### config.mk
export PLATFORM = sky130hd
export DESIGN_NAME = nand_erase_seq
export DESIGN_NICKNAME = d
export VERILOG_FILES = /design/src/rtl/nand_erase_pkg.sv /design/src/rtl/nand_wr_cycle.sv /design/src/rtl/nand_rb_wait.sv /design/src/rtl/nand_erase_seq.sv
export SDC_FILE = /design/constraint.sdc
export NUM_CORES = 1
export LEC_CHECK = 0
export ABC_AREA = 1
export CORE_UTILIZATION = 50
export CTS_CLUSTER_DIAMETER = 120
export CTS_CLUSTER_SIZE = 28
export DETAILED_ROUTE_END_ITERATION = 12
export GPL_TIMING_DRIVEN = 0
export PLACE_DENSITY = 0.74
export SLEW_MARGIN = 10
export SYNTH_ARGS = -nofsm -noshare
export SYNTH_HDL_FRONTEND = slang
export SYNTH_SLANG_ARGS = --single-unit
export TNS_END_PERCENT = 10
### constraint.sdc
create_clock -name clk -period 1.6 [get_ports clk]
set_input_delay 0.48 -clock clk [delete_from_list [all_inputs] [get_ports clk]]
set_output_delay 0.48 -clock clk [all_outputs]
set_load 0.005 [all_outputs]
### src/rtl/nand_erase_pkg.sv
package nand_erase_pkg;

  localparam logic [7:0] CMD_ERASE_SETUP   = 8'h60;
  localparam logic [7:0] CMD_ERASE_CONFIRM = 8'hD0;
  localparam logic [7:0] CMD_READ_STATUS   = 8'h70;

  typedef enum logic [3:0] {
    ST_IDLE,
    ST_SETUP,
    ST_ADDR,
    ST_CONFIRM,
    ST_WAIT,
    ST_STCMD,
    ST_STREAD
  } erase_state_t;

  typedef enum logic [1:0] {
    PH_IDLE,
    PH_LOW,
    PH_HIGH
  } wr_phase_t;

  typedef enum logic [1:0] {
    RW_IDLE,
    RW_GUARD,
    RW_POLL
  } rb_phase_t;

endpackage

### src/rtl/nand_wr_cycle.sv
module nand_wr_cycle
  import nand_erase_pkg::*;
#(
  parameter int TWP = 3,
  parameter int TWH = 2,
  parameter int DW  = 8
) (
  input  logic          clk,
  input  logic          rst,
  input  logic          go_i,
  input  logic          is_cmd_i,
  input  logic [DW-1:0] data_i,
  output logic          we_n_o,
  output logic          cle_o,
  output logic          ale_o,
  output logic [DW-1:0] dq_o,
  output logic          oe_o,
  output logic          done_o
);

  localparam int MAXW = (TWP > TWH) ? TWP : TWH;
  localparam int CW   = $clog2(MAXW + 1);

  wr_phase_t     ph;
  logic [CW-1:0] cnt;

  always_ff @(posedge clk) begin
    if (rst) begin
      ph     <= PH_IDLE;
      cnt    <= '0;
      we_n_o <= 1'b1;
      cle_o  <= 1'b0;
      ale_o  <= 1'b0;
      dq_o   <= '0;
      oe_o   <= 1'b0;
      done_o <= 1'b0;
    end else begin
      done_o <= 1'b0;
      unique case (ph)
        PH_IDLE: begin
          if (go_i) begin
            cle_o  <= is_cmd_i;
            ale_o  <= !is_cmd_i;
            dq_o   <= data_i;
            oe_o   <= 1'b1;
            we_n_o <= 1'b0;
            cnt    <= CW'(TWP - 1);
            ph     <= PH_LOW;
          end
        end
        PH_LOW: begin
          if (cnt == '0) begin
            we_n_o <= 1'b1;
            cnt    <= CW'(TWH - 1);
            ph     <= PH_HIGH;
          end else begin
            cnt <= cnt - 1'b1;
          end
        end
        PH_HIGH: begin
          if (cnt == '0) begin
            cle_o  <= 1'b0;
            ale_o  <= 1'b0;
            oe_o   <= 1'b0;
            done_o <= 1'b1;
            ph     <= PH_IDLE;
          end else begin
            cnt <= cnt - 1'b1;
          end
        end
        default: ph <= PH_IDLE;
      endcase
    end
  end

endmodule

### src/rtl/nand_rb_wait.sv
module nand_rb_wait
  import nand_erase_pkg::*;
#(
  parameter int TWB  = 8,
  parameter int TOUT = 50000
) (
  input  logic clk,
  input  logic rst,
  input  logic go_i,
  input  logic rb_i,
  output logic ready_o,
  output logic tout_o
);

  localparam int GW = $clog2(TWB + 1);
  localparam int TW = $clog2(TOUT + 1);

  rb_phase_t     ph;
  logic [GW-1:0] gcnt;
  logic [TW-1:0] tcnt;
  logic [1:0]    rb_sync;

  always_ff @(posedge clk) begin
    if (rst) rb_sync <= 2'b11;
    else     rb_sync <= {rb_sync[0], rb_i};
  end

  always_ff @(posedge clk) begin
    if (rst) begin
      ph      <= RW_IDLE;
      gcnt    <= '0;
      tcnt    <= '0;
      ready_o <= 1'b0;
      tout_o  <= 1'b0;
    end else begin
      ready_o <= 1'b0;
      tout_o  <= 1'b0;
      unique case (ph)
        RW_IDLE: begin
          if (go_i) begin
            gcnt <= GW'(TWB - 1);
            ph   <= RW_GUARD;
          end
        end
        RW_GUARD: begin
          if (gcnt == '0) begin
            tcnt <= '0;
            ph   <= RW_POLL;
          end else begin
            gcnt <= gcnt - 1'b1;
          end
        end
        RW_POLL: begin
          if (rb_sync[1]) begin
            ready_o <= 1'b1;
            ph      <= RW_IDLE;
          end else if (tcnt == TW'(TOUT - 1)) begin
            tout_o <= 1'b1;
            ph     <= RW_IDLE;
          end else begin
            tcnt <= tcnt + 1'b1;
          end
        end
        default: ph <= RW_IDLE;
      endcase
    end
  end

endmodule

### src/rtl/nand_erase_seq.sv
module nand_erase_seq
  import nand_erase_pkg::*;
#(
  parameter int         PAGE_W    = 5,
  parameter int         BLK_W     = 12,
  parameter int         ADDR_CYC  = 3,
  parameter int         TWP       = 3,
  parameter int         TWH       = 2,
  parameter int         TWB       = 8,
  parameter int         TREA      = 2,
  parameter int         TOUT      = 50000,
  parameter logic [7:0] FAIL_MASK = 8'h01
) (
  input  logic                    clk,
  input  logic                    rst,
  input  logic                    start_i,
  input  logic [PAGE_W+BLK_W-1:0] addr_i,
  output logic                    busy_o,
  output logic                    done_o,
  output logic                    fail_o,
  output logic                    timeout_o,
  output logic                    nand_ce_n_o,
  output logic                    nand_cle_o,
  output logic                    nand_ale_o,
  output logic                    nand_we_n_o,
  output logic                    nand_re_n_o,
  output logic [7:0]              nand_dq_o,
  output logic                    nand_dq_oe_o,
  input  logic [7:0]              nand_dq_i,
  input  logic                    nand_rb_i
);

  localparam int ROW_W = PAGE_W + BLK_W;
  localparam int BUS_W = 8 * ADDR_CYC;
  localparam int AC_W  = $clog2(ADDR_CYC + 1);
  localparam int RC_W  = $clog2(TREA + 1);
  localparam logic [BUS_W-1:0] PAGE_MASK = ~(BUS_W'((1 << PAGE_W) - 1));

  erase_state_t     st;
  logic [BUS_W-1:0] row_q;
  logic [BUS_W-1:0] row_in;
  logic [AC_W-1:0]  acnt;
  logic [RC_W-1:0]  rcnt;
  logic             cyc_go;
  logic             cyc_cmd;
  logic [7:0]       cyc_data;
  logic             cyc_done;
  logic             wait_go;
  logic             rb_ready;
  logic             rb_tout;

  always_comb begin
    row_in = BUS_W'(addr_i) & PAGE_MASK;
  end

  nand_wr_cycle #(
    .TWP(TWP),
    .TWH(TWH),
    .DW (8)
  ) u_wr_cycle (
    .clk     (clk),
    .rst     (rst),
    .go_i    (cyc_go),
    .is_cmd_i(cyc_cmd),
    .data_i  (cyc_data),
    .we_n_o  (nand_we_n_o),
    .cle_o   (nand_cle_o),
    .ale_o   (nand_ale_o),
    .dq_o    (nand_dq_o),
    .oe_o    (nand_dq_oe_o),
    .done_o  (cyc_done)
  );

  nand_rb_wait #(
    .TWB (TWB),
    .TOUT(TOUT)
  ) u_rb_wait (
    .clk    (clk),
    .rst    (rst),
    .go_i   (wait_go),
    .rb_i   (nand_rb_i),
    .ready_o(rb_ready),
    .tout_o (rb_tout)
  );

  always_ff @(posedge clk) begin
    if (rst) begin
      st          <= ST_IDLE;
      row_q       <= '0;
      acnt        <= '0;
      rcnt        <= '0;
      cyc_go      <= 1'b0;
      cyc_cmd     <= 1'b0;
      cyc_data    <= '0;
      wait_go     <= 1'b0;
      busy_o      <= 1'b0;
      done_o      <= 1'b0;
      fail_o      <= 1'b0;
      timeout_o   <= 1'b0;
      nand_ce_n_o <= 1'b1;
      nand_re_n_o <= 1'b1;
    end else begin
      cyc_go  <= 1'b0;
      wait_go <= 1'b0;
      done_o  <= 1'b0;
      unique case (st)
        ST_IDLE: begin
          if (start_i) begin
            busy_o      <= 1'b1;
            nand_ce_n_o <= 1'b0;
            fail_o      <= 1'b0;
            timeout_o   <= 1'b0;
            row_q       <= row_in;
            cyc_go      <= 1'b1;
            cyc_cmd     <= 1'b1;
            cyc_data    <= CMD_ERASE_SETUP;
            st          <= ST_SETUP;
          end
        end
        ST_SETUP: begin
          if (cyc_done) begin
            cyc_go   <= 1'b1;
            cyc_cmd  <= 1'b0;
            cyc_data <= row_q[7:0];
            row_q    <= row_q >> 8;
            acnt     <= AC_W'(ADDR_CYC - 1);
            st       <= ST_ADDR;
          end
        end
        ST_ADDR: begin
          if (cyc_done) begin
            cyc_go <= 1'b1;
            if (acnt == '0) begin
              cyc_cmd  <= 1'b1;
              cyc_data <= CMD_ERASE_CONFIRM;
              st       <= ST_CONFIRM;
            end else begin
              cyc_cmd  <= 1'b0;
              cyc_data <= row_q[7:0];
              row_q    <= row_q >> 8;
              acnt     <= acnt - 1'b1;
            end
          end
        end
        ST_CONFIRM: begin
          if (cyc_done) begin
            wait_go <= 1'b1;
            st      <= ST_WAIT;
          end
        end
        ST_WAIT: begin
          if (rb_tout) begin
            fail_o      <= 1'b1;
            timeout_o   <= 1'b1;
            done_o      <= 1'b1;
            busy_o      <= 1'b0;
            nand_ce_n_o <= 1'b1;
            st          <= ST_IDLE;
          end else if (rb_ready) begin
            cyc_go   <= 1'b1;
            cyc_cmd  <= 1'b1;
            cyc_data <= CMD_READ_STATUS;
            st       <= ST_STCMD;
          end
        end
        ST_STCMD: begin
          if (cyc_done) begin
            nand_re_n_o <= 1'b0;
            rcnt        <= RC_W'(TREA - 1);
            st          <= ST_STREAD;
          end
        end
        ST_STREAD: begin
          if (rcnt == '0) begin
            nand_re_n_o <= 1'b1;
            fail_o      <= |(nand_dq_i & FAIL_MASK);
            done_o      <= 1'b1;
            busy_o      <= 1'b0;
            nand_ce_n_o <= 1'b1;
            st          <= ST_IDLE;
          end else begin
            rcnt <= rcnt - 1'b1;
          end
        end
        default: st <= ST_IDLE;
      endcase
    end
  end

endmodule

# Word level (Yosys, flattened, before mapping)
# Index checks and enable logic that the tools add are counted.
[totals]
output_inout_bits = 18
inputBits = 29
register_bits = 92
wordCells = 198
[op_classes]
n_addsub = 5
reduce_logical = 40
eq_ne = 34
bitwise_logic = 3
muxes = 88
[ops]
columns = ["cell", "n"]
rows = [
  ["24-bit two-way mux", 4],
  ["24-bit one-hot mux with 3 select lines", 1],
  ["16-bit two-way mux", 3],
  ["8-bit two-way mux", 6],
  ["4-bit two-way mux", 11],
  ["16-bit one-hot mux with 2 select lines", 1],
  ["8-bit one-hot mux with 4 select lines", 1],
  ["2-bit two-way mux", 15],
  ["4-bit one-hot mux with 7 select lines", 1],
  ["1-bit two-way mux", 27],
  ["3-bit AND reduction", 9],
  ["2-bit != test, second input constant", 12],
  ["2-bit by 1-bit != test with 1-bit output, second input constant", 9],
  ["2-bit one-hot mux with 3 select lines", 3],
  ["16-bit by 1-bit adder with 16-bit output, second input constant", 1],
  ["16-bit == test, second input constant", 1],
  ["1-bit one-hot mux with 2 select lines", 7],
  ["2-bit nonzero test", 7],
  ["4-bit by 3-bit == test with 1-bit output, second input constant", 3],
  ["1-bit one-hot mux with 3 select lines", 4],
  ["4-bit AND reduction", 3],
  ["2-bit zero test", 5],
  ["3-bit nonzero test", 3],
  ["4-bit by 2-bit == test with 1-bit output, second input constant", 2],
  ["other kinds (19)", 31],
]

# Longest topological paths before layout
# Gate-level depths: netlist of run 1.
[logic_depth]
word_depth = 4
mapped_depth = 12
mapped_depth_nobuf = 12

# Cells and area by module
# Synthesis of run 1 repeated with hierarchy kept, for this count alone.
[unflattened]
cells_unflattened = 653
area_unflattened_um2 = 4416.7
[modules_own_cells]
columns = ["mod", "n_inst", "cells_each", "area_per_inst_um2", "seq_area_each_um2"]
rows = [
  ["nand_erase_seq", 1, 314, 2064.5, 820.8],
  ["nand_rb_wait", 1, 229, 1521.5, 520.5],
  ["nand_wr_cycle", 1, 110, 830.8, 340.3],
]

# Least setup slack after synthesis of run 1
# Ideal clock, no wire load.
[synth_timing]
kind = "register to register"
from = "register u_rb_wait.gcnt[0]"
to = "register u_rb_wait.tcnt[0]"
stages_incl_launch_ff = 11
setup_slack_ns = 0.134
setup_time_ns = 0.115
required_ns = 1.485
synth_period_minus_slack_ns = 1.466
t_arrival_ns = 1.351
n_path_buf = 1
path_cell_list = "dfxtp_1 -> inv_1 -> ha_1 -> nand2_1 -> nand2_1 -> o21ai_1 -> inv_1 -> nand3_2 -> buf_4 -> a21oi_1 -> nor2_1"
[synth_between]
elab_chain_cells = 3
[synth_lines]
columns = ["item", "line", "rtl"]
rows = [
  ["start, declared", "nand_rb_wait.sv:19", "logic [GW-1:0] gcnt;"],
  ["start signal, assigned", "nand_rb_wait.sv:41", "gcnt <= GW'(TWB - 1);"],
  ["start signal, assigned", "nand_rb_wait.sv:50", "gcnt <= gcnt - 1'b1;"],
  ["4-bit zero test", "nand_rb_wait.sv:46", "if (gcnt == '0) begin"],
  ["2-bit by 1-bit != test with 1-bit output (no line)", "-", ""],
  ["4-bit AND reduction (no line)", "-", ""],
  ["end signal, assigned", "nand_rb_wait.sv:61", "tcnt <= tcnt + 1'b1;"],
  ["end, declared", "nand_rb_wait.sv:20", "logic [TW-1:0] tcnt;"],
]
# No other way between the ends.
# A chain may end at the register's enable or synchronous reset.

# Worst setup path after layout of run 1
[layout_timing]
from = "register st[2]"
to = "register cyc_data[3]"
[layout_between]
elab_chain_cells = 3
elab_cells_between_ends = 12
classes_between = "eq/ne (8); mux (1); reduce/logical (3)"
[layout_lines]
columns = ["item", "line", "rtl"]
rows = [
  ["start, declared", "nand_erase_seq.sv:39", "erase_state_t st;"],
  ["start signal, assigned", "nand_erase_seq.sv:88", "st <= ST_IDLE;"],
  ["start signal, assigned", "nand_erase_seq.sv:117", "st <= ST_SETUP;"],
  ["start signal, assigned", "nand_erase_seq.sv:127", "st <= ST_ADDR;"],
  ["4-bit by 3-bit == test with 1-bit output (tied with other cells)", "nand_erase_seq.sv:106", "unique case (st)"],
  ["2-bit by 1-bit != test with 1-bit output (no line) (tied with other cells)", "-", ""],
  ["6-bit AND reduction (no line)", "-", ""],
  ["end signal, assigned", "nand_erase_seq.sv:124", "cyc_data <= row_q[7:0];"],
  ["end signal, assigned", "nand_erase_seq.sv:139", "cyc_data <= row_q[7:0];"],
  ["end, declared", "nand_erase_seq.sv:46", "logic [7:0] cyc_data;"],
]
# Several ways; a longest one is shown, not always the timed one.

==> results of run 1 <==
[sequential cells by signal, summed over array words and instances, names as in the netlist, 2 cells and up]
| register | count |
|---|---|
| row_q | 17 |
| acnt | 2 |
| u_rb_wait.gcnt | 4 |
| u_wr_cycle.cnt | 2 |
| rcnt | 2 |
| u_wr_cycle.dq_o | 8 |
| cyc_data | 8 |
| u_rb_wait.rb_sync | 2 |
| u_rb_wait.tcnt | 16 |
| u_wr_cycle.ph | 2 |
| u_rb_wait.ph | 2 |
| st | 3 |
[what timing repair did]
action	4_1_cts	5_1_grt
endpoints found under the hold margin	0	0
resized for setup	42	35
setup endpoints to repair	45	56
setup buffers	0	7
pin swaps	0	4
cloned	0	2
[layout make-up]
| class | count | share of cell area |
|---|---|---|
| timing repair buffer | 40 | 0.0728 |
| sequential | 84 | 0.345 |
| clock buffer | 9 | 0.0250 |
| timing repair inverter | 1 | 0.00101 |
| multi-input combinational | 421 | 0.440 |
| buffer | 16 | 0.0222 |
| inverter | 66 | 0.0523 |
| tap | 102 | 0.0258 |
| clock inverter | 7 | 0.0152 |
[worst max path at each step]
| stage | end | slack [ns] | depth (start not counted) |
|---|---|---|---|
| after floorplan | u_rb_wait.tcnt[0] | 0.13 | 10 |
| after global placement | row_q[0] | -0.33 | 4 |
| after detailed placement | row_q[1] | -0.38 | 4 |
| after CTS | u_rb_wait.tcnt[2] | -0.002 | 8 |
| after global routing | cyc_data[2] | -0.05 | 9 |
| final | cyc_data[3] | 0.05 | 9 |
[worst register-to-register path, stage by stage (launching register included)]
cell and delay [ns]:
dfxtp_1 0.31, buf_4 0.17, nand2_1 0.10, nor2_2 0.25
o21ai_2 0.09, nand2_1 0.19, nor2_4 0.08, inv_2 0.11
nand2_1 0.06, a21oi_1 0.14
[cells by family after synthesis]
logic type	Yosys count	synth area share
compound gates	99	0.126
xor+xnor	6	0.0128
fa+ha+maj	10	0.0306
buf+inv	82	0.0847
flops	84	0.411
simple gates	305	0.335
[power by group through the flow]
stage / clock network [W] / registers [W] / logic [W]
finish: 0.00154 / 0.00265 / 0.00251
global route: 0.00165 / 0.00270 / 0.00283
CTS: 0.00155 / 0.00264 / 0.00238
detailed placement: 0 / 0.00267 / 0.00246
global placement: 0 / 0.00266 / 0.00241
floorplan: 0 / 0.00265 / 0.00174
[metal layers]
layer	up-vias	track usage	part of all wire
li1	1999	-	-
met1	1801	0.298	0.46
met2	110	0.416	0.48
met3	14	0.0361	0.049
met4	0	0.0807	0.015
met5	-	0	0
[cells in the final DEF, fill, tap and decap left out, drive strengths merged, types with 2 or more instances in the layout]
cell type,netlist,routed
xor2,5,5
nor2,83,84
clkinv,2,5
inv,64,64
a21oi,53,53
o21ai,41,41
nand4,16,16
dfxtp,84,84
nand3,29,29
clkinvlp,0,4
ha,10,10
or2,2,2
buf,8,15
o211ai,2,2
nand2,162,162
clkbuf,8,17
dlygate4sd2,0,18
clkdlybuf4s50,0,15
nor3,11,11
[through the flow]
step | cells | instance area (sq um) | setup WS, ns | hold WS (ns)
6_report | 746 | 4950 | 0.0501 | 0.417
2_1_floorplan | 586 | 4090 | 0.134 | 0.389
4_1_cts | 737 | 4770 | -0.00180 | 0.416
5_1_grt | 746 | 4950 | -0.0507 | 0.425
3_3_place_gp | 721 | 4550 | -0.333 | 0.394
3_5_place_dp | 721 | 4550 | -0.380 | 0.397
==> flow_summary.json, run 1 <==
{
  "r2r-end": "cyc_data[3]",
  "synth_fp_nets": 625,
  "die_w_um": 92.5,
  "grt_util_all_layers": 0.238,
  "insertion_delay_ns": 0.36,
  "multi_input_area_sq_um": 2180,
  "syn2layout_area_growth_pct": 21.0,
  "cp_top_family": "simple AND/OR/NAND/NOR gates",
  "critPathKind": "reg -> reg",
  "clockBufferDepth": 2,
  "rsz0062_at_grt": "true",
  "min_to": "u_rb_wait.rb_sync[1]",
  "required_ns": 1.89,
  "fmax_mhz": 645,
  "synth_commonest_cells": "nand2_1 (153), dfxtp_1 (84), nor2_1 (78)",
  "register_area_sq_um": 1710,
  "grt_pass1_wl_mm": 16.3,
  "p_sw_w": 0.00261,
  "startpoint_type": "flip-flop",
  "core_sq_um": 7810,
  "ys_seq_area_frac": 0.411,
  "yosysTopAreaCell": "dfxtp_1",
  "worstMarginPinSlew_ns": 0.650,
  "arrival_ns": 1.84,
  "final_hold_viol_count": 0,
  "diodes": 0,
  "io_buffers": 33,
  "ios": 47,
  "cpMaxStageDelayCell": "dfxtp_1",
  "postSynthAreaPerCell_sq_um": 6.98,
  "finalSetupTns_ns": 0,
  "clkPwrFrac": 0.229,
  "worst_path_most_repeated_cell": "nand2_1",
  "cts_buffers": 9,
  "dp_hpwl_mm": 6.99,
  "worstPathMaxFanout": 10,
  "synth_edf_count": 0,
  "power_frac_seq": 0.396,
  "postSynthCellCount": 586,
  "vdd_drop_max_v": 0.000601,
  "whs_path_depth": 1,
  "totalPowerFinal_w": 0.00670,
  "p_comb_frac": 0.375,
  "die-area_sq_um": 8550,
  "route.detailed.drc": 0,
  "crit_path_max_incr_delay_ns": 0.31,
  "p_per_area_nw_per_um2": 1350,
  "cts-root-buf": "clkbuf_8",
  "synth.cell_area_sq_um": 4090,
  "hp-start": "u_rb_wait.rb_sync[0]",
  "outcome": "finished clean",
  "setup_viol": 0,
  "antenna_found_initial": 0,
  "skew_ns": 0.0144,
  "layout_min_cycle_time_ns": 1.55,
  "antenna_left": 0,
  "cts_sinks": 84,
  "r2r_start": "st[2]",
  "grt_max_degree": 16,
  "cts_tree": "done",
  "path_cells": "buf_4 -> nand2_1 -> nor2_2 -> o21ai_2 -> nand2_1 -> nor2_4 -> inv_2 -> nand2_1 -> a21oi_1",
  "vias_per_cell": 5.26,
  "cts-hold-fix-buffers": 0,
  "vias": 3924,
  "synthDistinctLibCells": 36,
  "worstHoldPathType": "reg -> reg",
  "drt-total-wl_mm": 10.0,
  "cts-htree-levels": 3,
  "routedWlPerCell_um": 13.4,
  "cellInternalPower_w": 0.00409,
  "gp_congestion": 0.940,
  "r2r_setup_slack_ns": 0.05,
  "yosysWarnings": 0,
  "grt_pass1_vias": 3583,
  "drive_gt1_frac": 0.165,
  "drv_slew": 0,
  "period_share": 0.969,
  "ys_ff_latch": 84,
  "synth_ff_type": "dfxtp_1",
  "n_fill_cell": 730,
  "async_reset_ff_frac": 0,
  "synth_top_area_frac": 0.411,
  "path_clk_slew_ns": 0.09,
  "fin_util": 0.634,
  "num-nets-final": 678,
  "floorplan.rows": 32,
  "die_y_um": 92.5,
  "critPathLaunch": "st[2]",
  "initial_core_util": 0.524,
  "ff2ff_path_depth": 9,
  "worst-path-buf-inv": 2,
  "synth.most_common_cell": "nand2_1",
  "drtIter0Drc": 168,
  "overflow": 0,
  "worstSetupEndpointType": "flip-flop",
  "max-slew-margin-rel": 0.566,
  "synth_area_leaders": "dfxtp_1 (41%), nand2_1 (14%), nor2_1 (7.2%)",
  "p_leak_nw": 2.04,
  "swShare": 0.390,
  "cap_violations": 0,
  "drt_pre_antenna_iters": 5
}
No activity file was read; power rests on OpenSTA's default activity.
==> run 2: changes to the inputs <==
Settings changed: CORE_MARGIN set to 2, CTS_CLUSTER_DIAMETER 120 to 30, SLEW_MARGIN 10 to unset.
==> run 2 against run 1 <==
Sequential power hardly changed. First-iteration DRC count grew 11%. Final area shrank 0.13%. Combinational power about the same. Highest routed layer unchanged.
==> flow_summary.json, run 2 (synthesis gave the netlist of run 1 again) <==
{
  "final_common_cell": "nand2_1",
  "layout_min_cycle_time_ns": 1.55,
  "n_fill_cell": 718,
  "final_hold_viol_count": 0,
  "max-slew-margin-rel": 0.587,
  "cts_buffers": 9,
  "multi_input_area_sq_um": 2170,
  "arrival_ns": 1.81,
  "antenna_left": 0,
  "p_leak_nw": 2.06,
  "dp_hpwl_mm": 6.89,
  "vias_per_cell": 5.38,
  "path_cells": "clkbuf_1 -> clkinv_1 -> clkbuf_1 -> o21ai_0 -> nor2_1",
  "cpMaxStageDelayCell": "clkinv_1",
  "final_cell_mix": "nand2_1 (149), nor2_1 (71), dfxtp_1 (57), inv_1 (54), a21oi_1 (51)",
  "gp_congestion": 0.931,
  "worstPathMaxFanout": 10,
  "outcome": "finished clean",
  "critPathKind": "in -> reg",
  "setup_viol": 0,
  "register_area_sq_um": 1720,
  "cts-hold-fix-buffers": 0,
  "clockBufferDepth": 2,
  "die_y_um": 94.5,
  "startpoint_type": "input pin",
  "die-area_sq_um": 8920,
  "largest_register_ffs": 17,
  "period_share": 0.969,
  "drive_gt1_frac": 0.161,
  "place_ws_ns": -0.301,
  "drtIter0Drc": 187,
  "io_buffers": 33,
  "grt_pass1_vias": 3608,
  "p_sw_w": 0.00261,
  "drt-total-wl_mm": 9.98,
  "rsz0062_at_grt": "true",
  "core_sq_um": 7850,
  "floorplan.rows": 32,
  "initial_core_util": 0.521,
  "cts_tree": "done",
  "swShare": 0.376,
  "grt_util_all_layers": 0.233,
  "fin_ws_ns": 0.0497,
  "routedWlPerCell_um": 13.5,
  "drv_slew": 0,
  "cts-htree-levels": 3,
  "worstHoldPathType": "reg -> reg",
  "cp_top_family": "buffers and inverters",
  "vias": 3979,
  "reg_top3": "row_q: 17 flops, u_rb_wait.tcnt: 16 flops",
  "diodes": 0,
  "crit_path_max_incr_delay_ns": 0.42,
  "insertion_delay_ns": 0.37,
  "cts-root-buf": "clkbuf_8",
  "clkPwrFrac": 0.255,
  "fin_util": 0.630,
  "cts_sinks": 84,
  "path_clk_slew_ns": 0.09,
  "p_per_area_nw_per_um2": 1400,
  "drt_pre_antenna_iters": 4,
  "overflow": 0,
  "route.detailed.drc": 0,
  "worstMarginPinSlew_ns": 0.620,
  "worstSetupEndpointType": "flip-flop",
  "fmax_mhz": 645,
  "regMostFlops": "row_q",
  "antenna_found_initial": 0,
  "cap_violations": 0,
  "worst-path-buf-inv": 3,
  "grt_pass1_wl_mm": 16.4,
  "dp.cells": 721,
  "ios": 47,
  "stdcell_count": 740,
  "skew_ns": 0.0111,
  "grt_max_degree": 16,
  "required_ns": 1.86,
  "num-nets-final": 672,
  "vdd_drop_max_v": 0.000692,
  "power_frac_seq": 0.386,
  "syn2layout_area_growth_pct": 20.8,
  "die_w_um": 94.5,
  "worst_path_most_repeated_cell": "clkbuf_1",
  "p_comb_frac": 0.360,
  "cellInternalPower_w": 0.00432
}
## run 2: stage by stage
stage,power (W),cell area (sq um),setup TNS [ns],hold slack (ns)
2_1_floorplan,0.00439,4090,0,0.389
3_3_place_gp,0.00505,4550,-9.86,0.409
3_5_place_dp,0.00512,4550,-12.18,0.420
4_1_cts,0.00680,4830,-0.0736,0.448
5_1_grt,0.00739,4940,-1.41,0.463
6_report,0.00692,4940,0,0.451
## run 2: area by class of cell
type,instances,area share
Clock inverter,6,0.0190
Multi-Input combinational cell,420,0.440
Timing Repair Buffer,36,0.0676
Buffer,16,0.0213
Clock buffer,10,0.0278
Tap cell,102,0.0258
Inverter,66,0.0506
Sequential cell,84,0.348
## run 2: worst register-to-register path: stages (launching register included)
cell     delay [ns]
dfxtp_1        0.44
nand2_4        0.14
nor2_1         0.35
inv_1          0.13
nor2_1         0.26
nand2_1        0.08
o21ai_0        0.08
## run 2: timing repair
action / in CTS / in global routing
buffers inserted: 1 / 1
endpoints found under the hold margin: 0 / 0
pin swaps: 1 / 3
cloned: 1 / 0
endpoints found under the setup margin: 42 / 57
gates resized for setup: 46 / 37
## run 2: path summary, 6_finish.rpt
check                             from                    to  slack [ns]  cells after the start
setup / recovery                   rst    u_wr_cycle.dq_o[2]        0.05                      5
hold / removal    u_rb_wait.rb_sync[0]  u_rb_wait.rb_sync[1]        0.45                      1
setup reg to reg       u_rb_wait.ph[1]    u_rb_wait.tcnt[14]        0.06                      6
hold reg to reg   u_rb_wait.rb_sync[0]  u_rb_wait.rb_sync[1]        0.45                      1
## run 2: power groups by stage
stage	clock (W)	combinational (W)	sequential (W)
6_report	0.00176	0.00249	0.00267
5_1_grt	0.00186	0.00282	0.00271
4_1_cts	0.00177	0.00238	0.00265
3_5_place_dp	0	0.00244	0.00268
3_3_place_gp	0	0.00240	0.00266
2_1_floorplan	0	0.00174	0.00265
## run 2: metal layers
layer	GRT usage	vias to the layer above	share of wire
met5	0	-	0
met4	0.0833	0	0.021
met3	0.0439	21	0.051
met2	0.398	123	0.47
met1	0.296	1841	0.46
li1	-	1994	-
==> run 3: changes to the inputs <==
--- a/config.mk
+++ b/config.mk
@@ -8,2 +8,3 @@
 export ABC_AREA = 1
+export CAP_MARGIN = 20
 export CORE_MARGIN = 2
@@ -15,2 +16,3 @@
 export PLACE_DENSITY = 0.74
+export SETUP_SLACK_MARGIN = 0.4
 export SYNTH_ARGS = -nofsm -noshare
==> constraint.sdc (replaced) <==
create_clock -name clk -period 1.6 [get_ports clk]
set_input_delay 0.32 -clock clk [delete_from_list [all_inputs] [get_ports clk]]
set_output_delay 0.32 -clock clk [all_outputs]
set_load 0.005 [all_outputs]
==> run 3 against run 2 <==
Clock power shrank 13%. Critical path depth grew 5. Fmax grew 6.7%.
==> flow_summary.json, run 3 (synthesis gave the netlist of run 1 again) <==
{
  "cpMaxStageDelayCell": "dfxtp_4",
  "fin_ws_ns": 0.146,
  "dpl_cell_area_sq_um": 4640,
  "core_sq_um": 7850,
  "dp_hpwl_mm": 6.97,
  "worstMarginPinSlew_ns": 0.612,
  "overflow": 0,
  "rsz0062_at_grt": "true",
  "die_w_um": 94.5,
  "largest_register_ffs": 17,
  "startpoint_type": "flip-flop",
  "diodes": 0,
  "totalPowerFinal_w": 0.00730,
  "path_cells": "inv_4 -> nand2_4 -> nor2_4 -> nand2_4 -> nand2_2 -> nor3_4 -> buf_4 -> nand3_1 -> nand2_1 -> nor2_1",
  "worstSetupEndpointType": "flip-flop",
  "grt_pass1_vias": 3877,
  "route.detailed.drc": 0,
  "worstHoldPathType": "reg -> reg",
  "routedWlPerCell_um": 13.3,
  "num-nets-final": 704,
  "vias": 4047,
  "clockBufferDepth": 2,
  "period_share": 0.908,
  "die-area_sq_um": 8920,
  "postLayoutCellArea_sq_um": 5420,
  "p_leak_nw": 2.31,
  "worstPathMaxFanout": 5,
  "final_hold_viol_count": 0,
  "cp_top_family": "simple AND/OR/NAND/NOR gates",
  "drive_gt1_frac": 0.272,
  "crit_path_max_incr_delay_ns": 0.41,
  "floorplan.rows": 32,
  "arrival_ns": 1.71,
  "fin_util": 0.691,
  "initial_core_util": 0.521,
  "max-slew-margin-rel": 0.592,
  "worst_path_most_repeated_cell": "nand2_4",
  "top_layer": "met4",
  "vias_per_cell": 5.24,
  "cts_sinks": 84,
  "layout_min_cycle_time_ns": 1.45,
  "cts-hold-fix-buffers": 0,
  "insertion_delay_ns": 0.36,
  "reg_top3": "row_q: 17 flops, u_rb_wait.tcnt: 16 flops",
  "ios": 47,
  "syn2layout_area_growth_pct": 32.6,
  "fmax_mhz": 688,
  "antenna_found_initial": 0,
  "antenna_left": 0,
  "drv_slew": 0,
  "place_ws_ns": -0.138,
  "p_per_area_nw_per_um2": 1350,
  "critPathKind": "reg -> reg",
  "cts_tree": "done",
  "wl_met3_um": 426,
  "skew_ns": 0.0113,
  "drt_pre_antenna_iters": 5,
  "drtIter0Drc": 267,
  "vdd_drop_max_v": 0.000721,
  "route.met2.wl_mm": 4.81,
  "setup_viol": 0,
  "final_cell_mix": "nand2_1 (138), nor2_1 (64), dfxtp_1 (55), a21oi_1 (50), inv_1 (49)",
  "grt_pass1_wl_mm": 17.7,
  "wl_met1_mm": 4.91,
  "die_y_um": 94.5,
  "cts_buffers": 9,
  "cap_violations": 0,
  "gp_congestion": 0.954,
  "grt_util_all_layers": 0.250,
  "io_buffers": 33,
  "drt-total-wl_mm": 10.3,
  "regMostFlops": "row_q",
  "outcome": "finished clean",
  "worst-path-buf-inv": 2,
  "path_clk_slew_ns": 0.09,
  "grt_max_degree": 16,
  "required_ns": 1.86,
  "final_common_cell": "nand2_1",
  "cts-htree-levels": 3,
  "cts-root-buf": "clkbuf_8"
}
==> run 3: path summary, 6_finish.rpt <==
path / slack [ns] / to / cells after the start / startpoint
setup / recovery: 0.15 / st[0] / 10 / st[0]
hold / removal: 0.43 / u_rb_wait.rb_sync[1] / 1 / u_rb_wait.rb_sync[0]
setup reg to reg: 0.15 / st[0] / 10 / st[0]
hold reg to reg: 0.43 / u_rb_wait.rb_sync[1] / 1 / u_rb_wait.rb_sync[0]
==> run 3: cell type report <==
| class | instances | area (sq um) |
|---|---|---|
| fillers | 663 | 2420 |
| inverters | 66 | 273 |
| well taps | 102 | 128 |
| clock inverters | 6 | 68.8 |
| flip-flops and latches | 84 | 1740 |
| clock buffers | 10 | 128 |
| multi-input cells | 421 | 2400 |
| plain buffers | 16 | 118 |
| repair buffers | 67 | 573 |
==> run 3: repair_timing <==
item | in CTS | in global routing
setup endpoints to repair | 96 | 94
buffers inserted | 27 | 4
cloned | 3 | 1
resized for setup | 111 | 42
pin swaps | 31 | 8
==> run 3: through the flow <==
step | setup TNS [ns] | cells | hold WS [ns]
floorplan | 0 | 586 | 0.389
global placement | -1.84 | 721 | 0.401
detailed placement | -2.41 | 721 | 0.405
CTS | 0 | 767 | 0.425
global route | 0 | 772 | 0.448
finish | 0 | 772 | 0.428
==> run 3: routing by layer <==
| layer | track usage | vias up |
|---|---|---|
| met5 | 0 | - |
| met4 | 0.0930 | 0 |
| met3 | 0.0375 | 17 |
| met2 | 0.405 | 122 |
| met1 | 0.338 | 1857 |
| li1 | - | 2051 |
==> run 3: power breakdown <==
part           leakage [nW]  switching [W]  internal, W
clock network        0.0938       0.000795     0.000734
registers             0.696       0.000216      0.00245
logic                  1.52        0.00185      0.00125
total                  2.31        0.00286      0.00444
